[config.mk]
export PLATFORM = sky130hd
export DESIGN_NAME = bcc_shift_engine
export DESIGN_NICKNAME = d
export VERILOG_FILES = /design/src/rtl/bcc_pkg.sv /design/src/rtl/bcc_mode_decode.sv /design/src/rtl/bcc_bit_step.sv /design/src/rtl/bcc_seq_ctrl.sv /design/src/rtl/bcc_shift_engine.sv
export SDC_FILE = /design/constraint.sdc
export NUM_CORES = 1
export LEC_CHECK = 0
export BUFFER_PORTS_ARGS = -buffer_cell sky130_fd_sc_hd__buf_4
export CORE_ASPECT_RATIO = 0.6
export CORE_MARGIN = 5
export CORE_UTILIZATION = 45
export DETAILED_ROUTE_END_ITERATION = 6
export PLACE_DENSITY_LB_ADDON = 0.25
export SLEW_MARGIN = 20
export SYNTH_ARGS = -nofsm -noshare
export SYNTH_HDL_FRONTEND = slang
export SYNTH_SLANG_ARGS = --single-unit
[constraint.sdc]
create_clock -name clk -period 3.6 [get_ports clk]
set_input_delay 0.36 -clock clk [delete_from_list [all_inputs] [get_ports clk]]
set_output_delay 0.36 -clock clk [all_outputs]
set_load 0.005 [all_outputs]
[src/rtl/bcc_pkg.sv]
package bcc_pkg;
  localparam int CHK_W = 16;
  localparam int CNT_W = 5;

  typedef enum logic [2:0] {
    MODE_CRC12 = 3'd0,
    MODE_CRC16 = 3'd1,
    MODE_PAR8  = 3'd2,
    MODE_PAR16 = 3'd3,
    MODE_RSV4  = 3'd4,
    MODE_CCITT = 3'd5,
    MODE_RSV6  = 3'd6,
    MODE_RSV7  = 3'd7
  } mode_e;

  typedef struct packed {
    logic [CHK_W-1:0] feedback;
    logic [CNT_W-1:0] pulses;
    logic             rotate;
    logic             rot_full;
    logic             pack6;
  } mode_cfg_t;
endpackage

[src/rtl/bcc_mode_decode.sv]
module bcc_mode_decode
  import bcc_pkg::*;
(
  input  logic [2:0] mode,
  input  logic       wide,
  output mode_cfg_t  cfg
);
  localparam logic [CNT_W-1:0] SHORT_CHAR = CNT_W'(6);
  localparam logic [CNT_W-1:0] BYTE_CHAR  = CNT_W'(8);

  logic [CNT_W-1:0] base;

  always_comb begin
    cfg.feedback = '0;
    base         = '0;
    unique case (mode_e'(mode))
      MODE_CRC12: begin cfg.feedback = 16'h0F01; base = SHORT_CHAR; end
      MODE_CRC16: begin cfg.feedback = 16'hA001; base = BYTE_CHAR;  end
      MODE_PAR8:  base = BYTE_CHAR;
      MODE_PAR16: base = BYTE_CHAR;
      MODE_CCITT: begin cfg.feedback = 16'h8408; base = BYTE_CHAR;  end
      default:    base = '0;
    endcase
    cfg.pulses   = wide ? (base << 1) : base;
    cfg.rotate   = mode[1];
    cfg.rot_full = mode[0];
    cfg.pack6    = (mode == MODE_CRC12);
  end
endmodule

[src/rtl/bcc_bit_step.sv]
module bcc_bit_step
  import bcc_pkg::*;
(
  input  logic [CHK_W-1:0] chk_in,
  input  logic             dat_lsb,
  input  mode_cfg_t        cfg,
  output logic [CHK_W-1:0] chk_out,
  output logic             quo
);
  localparam int HALF = CHK_W / 2;

  logic [CHK_W-1:0] pre, mid, shf;

  always_comb begin
    pre = cfg.pack6 ? {4'b0000, chk_in[13:8], chk_in[5:0]} : chk_in;
    quo = pre[0] ^ dat_lsb;
    mid = {pre[CHK_W-1:1], quo};
    if (cfg.rotate) begin
      if (cfg.rot_full) shf = {mid[0], mid[CHK_W-1:1]};
      else              shf = {{HALF{1'b0}}, mid[0], mid[HALF-1:1]};
    end else begin
      shf = {1'b0, mid[CHK_W-1:1]} ^ (quo ? cfg.feedback : '0);
    end
    chk_out = cfg.pack6 ? {2'b00, shf[11:6], 2'b00, shf[5:0]} : shf;
  end
endmodule

[src/rtl/bcc_seq_ctrl.sv]
module bcc_seq_ctrl
  import bcc_pkg::*;
(
  input  logic             clk,
  input  logic             rst,
  input  logic             clear,
  input  logic             load,
  input  logic             start_run,
  input  logic             step,
  input  logic [CNT_W-1:0] limit,
  output logic             fire,
  output logic             done
);
  logic [CNT_W-1:0] cnt;
  logic             running;
  logic [CNT_W:0]   cnt_inc;

  assign cnt_inc = {1'b0, cnt} + 1'b1;
  assign fire    = !done && !clear && !load && (step || start_run || running);

  always_ff @(posedge clk) begin
    if (rst) begin
      cnt <= '0; done <= 1'b1; running <= 1'b0;
    end else if (clear) begin
      cnt <= '0; done <= 1'b1; running <= 1'b0;
    end else if (load) begin
      cnt <= '0; done <= 1'b0; running <= 1'b0;
    end else if (fire) begin
      cnt <= cnt_inc[CNT_W-1:0];
      if (cnt_inc >= {1'b0, limit}) begin
        done <= 1'b1; running <= 1'b0;
      end else begin
        running <= running || start_run;
      end
    end
  end

  // done only rises from a performed cycle or a clear
  assert_done_source_R3: assert property (@(posedge clk) disable iff (rst)
    $rose(done) |-> ($past(fire) || $past(clear)));

  // a free run never continues once the engine is done
  assert_idle_when_done_R10: assert property (@(posedge clk) disable iff (rst)
    done |-> !running);
endmodule

[src/rtl/bcc_shift_engine.sv]
module bcc_shift_engine
  import bcc_pkg::*;
(
  input  logic             clk,
  input  logic             rst,
  input  logic [2:0]       cfg_mode,
  input  logic             cfg_wide,
  input  logic [CHK_W-1:0] data_in,
  input  logic             load,
  input  logic             start_run,
  input  logic             step,
  input  logic             clear,
  output logic [CHK_W-1:0] check_out,
  output logic             quo_bit,
  output logic             done
);
  mode_cfg_t        cfg;
  logic [CHK_W-1:0] dat_q, chk_nxt;
  logic             q_nxt, fire;

  bcc_mode_decode u_dec (.mode(cfg_mode), .wide(cfg_wide), .cfg(cfg));

  bcc_bit_step u_step (.chk_in(check_out), .dat_lsb(dat_q[0]), .cfg(cfg),
                       .chk_out(chk_nxt), .quo(q_nxt));

  bcc_seq_ctrl u_ctl (.clk(clk), .rst(rst), .clear(clear), .load(load),
                      .start_run(start_run), .step(step), .limit(cfg.pulses),
                      .fire(fire), .done(done));

  always_ff @(posedge clk) begin
    if (rst) begin
      check_out <= '0; dat_q <= '0; quo_bit <= 1'b0;
    end else if (clear) begin
      check_out <= '0;
    end else if (load) begin
      dat_q <= data_in;
    end else if (fire) begin
      check_out <= chk_nxt;
      dat_q     <= {1'b0, dat_q[CHK_W-1:1]};
      quo_bit   <= q_nxt;
    end
  end

  // clear leaves a zero check register and done set
  assert_clear_wins_R11: assert property (@(posedge clk) disable iff (rst)
    clear |=> (done && check_out == '0));

  // the quotient survives a clear
  assert_clear_keeps_quo_R11: assert property (@(posedge clk) disable iff (rst)
    clear |=> $stable(quo_bit));

  // nothing moves while done without clear/load
  assert_hold_when_done_R10: assert property (@(posedge clk) disable iff (rst)
    (done && !clear && !load) |=> ($stable(check_out) && $stable(quo_bit)));

  // load re-arms and keeps the check register
  assert_load_rearms_R12: assert property (@(posedge clk) disable iff (rst)
    (load && !clear) |=> (!done && $stable(check_out)));

  // 8-bit parity cycle leaves upper byte clear
  assert_par8_upper_R6: assert property (@(posedge clk) disable iff (rst)
    (fire && cfg_mode == MODE_PAR8) |=> (check_out[15:8] == 8'h00));
endmodule

# Yosys cells after proc, flatten, opt, wreduce, memory -nomap -nowiden
# Index checks and enable logic that the tools add are counted.
# W data, S select, Z words.
totals:
  wordCells: 49
  in_bits: 26
  reg_bits: 40
op_classes:
  bitwise: 4
  n_addsub: 1
  magnitude_cmp: 1
  eq_ne: 4
  n_mux: 14
  reduce_logical: 19
op_table:
  columns: ["operator", "count"]
  rows:
  - ["$mux W16", 7]
  - ["$pmux W16 S3", 1]
  - ["$xor A15 B16 Y16", 1]
  - ["$pmux W4 S2", 1]
  - ["$add A5 B1 Y6 const B", 1]
  - ["$eq A3 B2 Y1 const B", 2]
  - ["$ge A6 B5 Y1", 1]
  - ["$reduce_and A2 Y1", 3]
  - ["$mux W5", 1]
  - ["$mux W1", 4]
  - ["$reduce_bool A2 Y1", 2]
  - ["$reduce_or A4 Y1", 1]
  - ["$eq A3 B1 Y1 const B", 1]
  - ["$eq A3 B3 Y1 const B", 1]
  - ["$logic_and A1 B1 Y1", 3]
  - ["$logic_not A1 Y1", 3]
  - ["$logic_not A3 Y1", 1]
  - ["$logic_or A1 B1 Y1", 3]
  - ["$reduce_and A3 Y1", 1]
  - ["$reduce_or A3 Y1", 1]
  - ["$not A1 Y1", 2]
  - ["$reduce_or A2 Y1", 1]
  - ["$xor A1 B1 Y1", 1]

# Longest topological paths before layout
depth:
  word_depth: 8
  depth_mapped: 9

# Cells and area by module
# Synthesis repeated with hierarchy kept, for this count alone.
hier_totals:
  cells_unflattened: 308
  hier_area_um2: 2638.8
by_module_without_submodules:
  columns: ["module", "area_each_um2", "cells_per_inst", "seq_area_each_um2", "instances"]
  rows:
  - ["bcc_shift_engine", 1445.1, 149, 660.6, 1]
  - ["bcc_bit_step", 485.5, 73, 0.0, 1]
  - ["bcc_seq_ctrl", 484.2, 54, 140.1, 1]
  - ["bcc_mode_decode", 224.0, 32, 0.0, 1]

# Worst setup path after synthesis
# No wires, ideal clock.
synth_timing:
  path_kind: "in2reg"
  from: "in cfg_mode[2]"
  to: "reg u_ctl.done"
  setup_time_ns: 0.120
  cell_stages: 9
  t_arrival_ns: 1.884
  path_slack_ns: 1.597
  t_required_ns: 3.480
  cell_sequence: "clkbuf_1 > nor2_1 > mux2_2 > o21ai_0 > ha_1 > a21oi_1 > o21a_1 > o22ai_1 > a211o_1"
synth_via:
  elab_chain_cells: 7
  word_cells_on_any_way: 11
  cone_classes: "1 x order compare; 4 x eq/ne; 2 x mux; 4 x reduce/logical"
synth_lines:
  columns: ["element", "line", "source"]
  rows:
  - ["start, declared", "bcc_shift_engine.sv:6", "input logic [2:0] cfg_mode,"]
  - ["$eq A3 B1 Y1 (tied with other cells)", "bcc_mode_decode.sv:16", "unique case (mode_e'(mode))"]
  - ["$reduce_or A4 Y1 (no line)", null, null]
  - ["$pmux W4 S2 *", "bcc_mode_decode.sv:16", null]
  - ["$mux W5 *", "bcc_mode_decode.sv:24", "cfg.pulses = wide ? (base << 1) : base;"]
  - ["$ge A6 B5 Y1 *", "bcc_seq_ctrl.sv:30", "if (cnt_inc >= {1'b0, limit}) begin"]
  - ["$reduce_bool A2 Y1 (no line) *", null, null]
  - ["$reduce_and A2 Y1 (no line) *", null, null]
  - ["end signal, assigned", "bcc_seq_ctrl.sv:25", "cnt <= '0; done <= 1'b1; running <= 1'b0;"]
  - ["end signal, assigned", "bcc_seq_ctrl.sv:27", "cnt <= '0; done <= 1'b0; running <= 1'b0;"]
  - ["end signal, assigned", "bcc_seq_ctrl.sv:31", "done <= 1'b1; running <= 1'b0;"]
  - ["end, declared", "bcc_seq_ctrl.sv:12", "output logic done"]
# Mark *: on every way between the ends. The rest lies on a longest branch, timed or not.
# A chain may end at the register's enable or synchronous reset.

# Final worst setup path
layout_timing:
  from: "reg u_ctl.done"
  to: "reg check_out[7]"
layout_via:
  elab_chain_cells: 5
layout_lines:
  columns: ["element", "line", "source"]
  rows:
  - ["start signal, assigned", "bcc_seq_ctrl.sv:23", "cnt <= '0; done <= 1'b1; running <= 1'b0;"]
  - ["start signal, assigned", "bcc_seq_ctrl.sv:25", null]
  - ["start signal, assigned", "bcc_seq_ctrl.sv:27", null]
  - ["$logic_not A1 Y1", "bcc_seq_ctrl.sv:19", "assign fire = !done && !clear && !load && (step || start_run || running);"]
  - ["$logic_and A1 B1 Y1 (3 in series)", "bcc_seq_ctrl.sv:19", null]
  - ["$reduce_and A2 Y1 (no line)", null, null]
  - ["end signal, assigned", "bcc_shift_engine.sv:38", "check_out <= chk_nxt;"]
  - ["end, declared", "bcc_shift_engine.sv:13", "output logic [CHK_W-1:0] check_out,"]
# Every way passes these cells.

==> summary.md <==
| Metric | Value |
|---|---|
| Outcome | completed |
| Sequential area share after synthesis | a little under two fifths |
| Hold Path Depth | 3 |
| Capturing point of the worst reg2reg path | check_out[7] |
| Fill cells | 436 |
| Maxcap violations | 0 |
| PortBufs | 43 |
| Post-route ant nets | 0 |
| Share of layout cells above drive strength 1 | between 10% and 20% |
| Post-synth net total | 288 |
| Num Clock Sinks | 40 |
| Synthesized area | 2140 sq um |
| Clk slew on worst S/H paths | 0.07 ns |
| Synth async-reset ratio | 0% |
| Initial Util | 46.7% |
| CTS tree | built |
| DP Cell Count | 339 |
| Min-Delay Endpoint | dat_q[15] |
| Htree depth | 2 |
| Avg Inst Size Synth | about 8.3 sq um |
| Die Y | 63.5 um |
| Setup repair after global routing missed its margin | false |
| Core area | 4590 sq um |
| Reg2reg start | u_ctl.done |
| Vias in the first global route | 1662 |
| Max VDD drop | 0.000188 V |
| Final hold vios | 0 |
| Cell Rows | 19 |
| DIE WIDTH | 99.1 um |
| Post-Synthesis Cells | 257 |
| Num CTS Buffers | 5 |
| Drt pass-1 iters | 4 |
| Die ar. | between 6000 and 7000 sq um |
| Clk_lat worst skew | 0.30 ns |
| Register Area | 801 sq um |
| Setup slack, reg-to-reg | 1.70 ns |
| Post-CTS Resized | 0 |
| Footprint of the multi-input gates | 1220 sq um |
| Gpl congestion | 0.816 |
| Worst hold path type | primary input to flop |
| CTS max path bufs | 2 |
| Crit. End Element | flop |
| Clk_skew | 0.0113 ns |
| Nets@finish | between 300 and 400 |
| Yosys reg bits | 40 |
| Drt drc | 0 |
| CP peak stage delay | ~0.7 ns |
| Largest net degree at the start of global routing | 36 |
| First-pass GRT wire length | 8120 um |
| CTS hold repair buffers | 0 |
| Max-slew violation count | 0 |
| Post-DP HPWL | 3520 um |
| Worst Reg-to-Reg Cells | 4 |
| Final worst slack | ~1.7 ns |
| I/O pin total | 44 |
| Startpoint Class | flop |
| Actual slew at the worst max-slew pin | 0.798 ns |
| Ys Warns | 0 |
| Vias | 1901 |
| Post-place setup slack | approximately 1.3 ns |
| Crit-path cells | nor3_4, and2_1, o211ai_1, o211a_1 |
| Grt total ovfl | 0 |
| Postcts setup bufs | 0 |
| Crit path time final | 1.90 ns |
| Synth cell types | between 40 and 50 |
| EDFF count, synth | 0 |
| CP bufs+invs | 0 |
| WP data arrival | 2.08 ns |
| PD cells | ~330 nW/um^2 |
| Launch point of the worst hold path | data_in[15] |
| Critical path required time | 3.78 ns |
| Vias per std cell | between 5 and 6 |
| Total routed wirelength | between 5000 and 6000 um |
| CP top delay family | simple AND/OR/NAND/NOR gates |
| Final setup violation count | 0 |
| Ant diodes | 0 |
| Crit path max fanout | 23 |
| Critical path class | flop to flop |
| Crit path max-delay cell type | and2_1 |
| Setup TNS | 0 ns |
| Cell leakage power | 0.965 nW |
| Max_slew headroom | about 47% |
| 1st-iter DRT viols | 118 |
| Layout Cells excl Fill | about 350 |
| Area Overhead vs Synth | 17.4% |
| Clock root buffer | clkbuf_8 |
| FMAX | roughly 0.53 GHz |
| GRT Total Usage | 15.9% |
| Initial antenna violation count | 0 |
| Most used flip-flop cell after synthesis | dfxtp_1 |
| Crit share post-route | between 50 and 60% |
| Wire length per cell | 14.6 um |
## where the power goes
group          internal [mW]  switching [mW]
registers              0.451         0.00564
logic                 0.0454          0.0577
clock network          0.132           0.151
## Yosys cell counts, drive strengths merged, types with 3 or more instances
library cell / number / area share (%)
nor2: 10 / 1.8
a41oi: 3 / 1.6
xor2: 7 / 2.9
or3: 18 / 5.3
nand3: 9 / 2.1
inv: 4 / 0.70
nor4: 3 / 0.88
o21ai: 26 / 6.1
nand2: 21 / 3.8
mux2i: 16 / 7.5
clkbuf: 13 / 2.3
o211ai: 4 / 1.4
xnor2: 5 / 2.0
dfxtp: 40 / 37
ha: 5 / 2.9
buf: 11 / 3.2
a21oi: 33 / 7.7
## through the flow
step | instance area, sq um | utilization [%] | power, mW | hold slack, ns
3_3_place_gp | 2430 | 53.0 | 0.566 | 0.463
3_5_place_dp | 2430 | 53.0 | 0.568 | 0.468
4_1_cts | 2510 | 54.7 | 0.845 | 0.341
6_report | 2520 | 54.9 | 0.842 | 0.346
2_1_floorplan | 2140 | - | 0.532 | 0.445
5_1_grt | 2520 | 54.9 | 0.880 | 0.358
## cells in the final DEF (no fill, tap or decap), types with 2 or more instances in the layout
cell type and instances:
o21ai_1 20, xor2_1 7, o21a_1 2, dfxtp_1 40, xnor2_1 5, ha_1 5, nand3b_1 2, and2_1 2
or3_1 18, nor2_1 10, a211oi_1 2, inv_1 4, nand2_1 20, mux2i_1 16, clkbuf_8 5, a41oi_1 2
a21oi_1 32, o21ai_0 6, buf_4 43, nor4_1 3, nand3_1 9, o211ai_1 4
## tightest hold or removal path: cells and delay by family
kind	cells	cell delay [ns]
AND/OR/NAND/NOR	1	0.07
buffers and inverters	1	0.11
AO/OA/AOI/OAI	1	0.06
## flip-flops by register name, indices dropped and copies added, names as in the netlist
name and count:
u_ctl.running 1, dat_q 16, u_ctl.done 1, check_out 16
u_ctl.cnt 5, quo_bit 1
## worst max path at each step
stage / slack (ns) / endpoint / start / depth (start not counted)
detailed placement: 1.31 / dat_q[13] / step / 5
CTS: 1.46 / dat_q[13] / u_ctl.running / 4
floorplan: 1.60 / u_ctl.done / cfg_mode[2] / 9
global placement: 1.35 / dat_q[13] / step / 5
finish: 1.70 / check_out[7] / u_ctl.done / 4
global route: 1.51 / quo_bit / u_ctl.done / 4
## cells by family (layout without fill, tap and decap cells)
logic type	after synthesis	in the layout	share of synthesized area (%)
and+or+nand+nor	75	75	18.7
muxes	17	17	7.99
adders and majority gates	5	5	2.92
DFF	40	40	37.3
xor gates and xnor gates	12	12	4.90
buffers and inverters	28	54	6.18
AOI/OAI and AO/OA	80	80	21.9
## cell type report
type,count,share of cell area (%)
clock buffers,6,2.88
clock inverters,1,0.199
inverters,4,0.596
multi-input cells,189,48.6
flip-flops and latches,40,31.8
well taps,63,3.13
repair buffers,43,12.8
## layer usage
metal	up-vias	track usage (%)	wire length [um]
met5	-	0	0
li1	973	-	-
met4	0	4.60	25
met3	4	4.52	250
met1	892	23.6	2640
met2	32	22.0	2130
(Power assumes the default switching activity.)
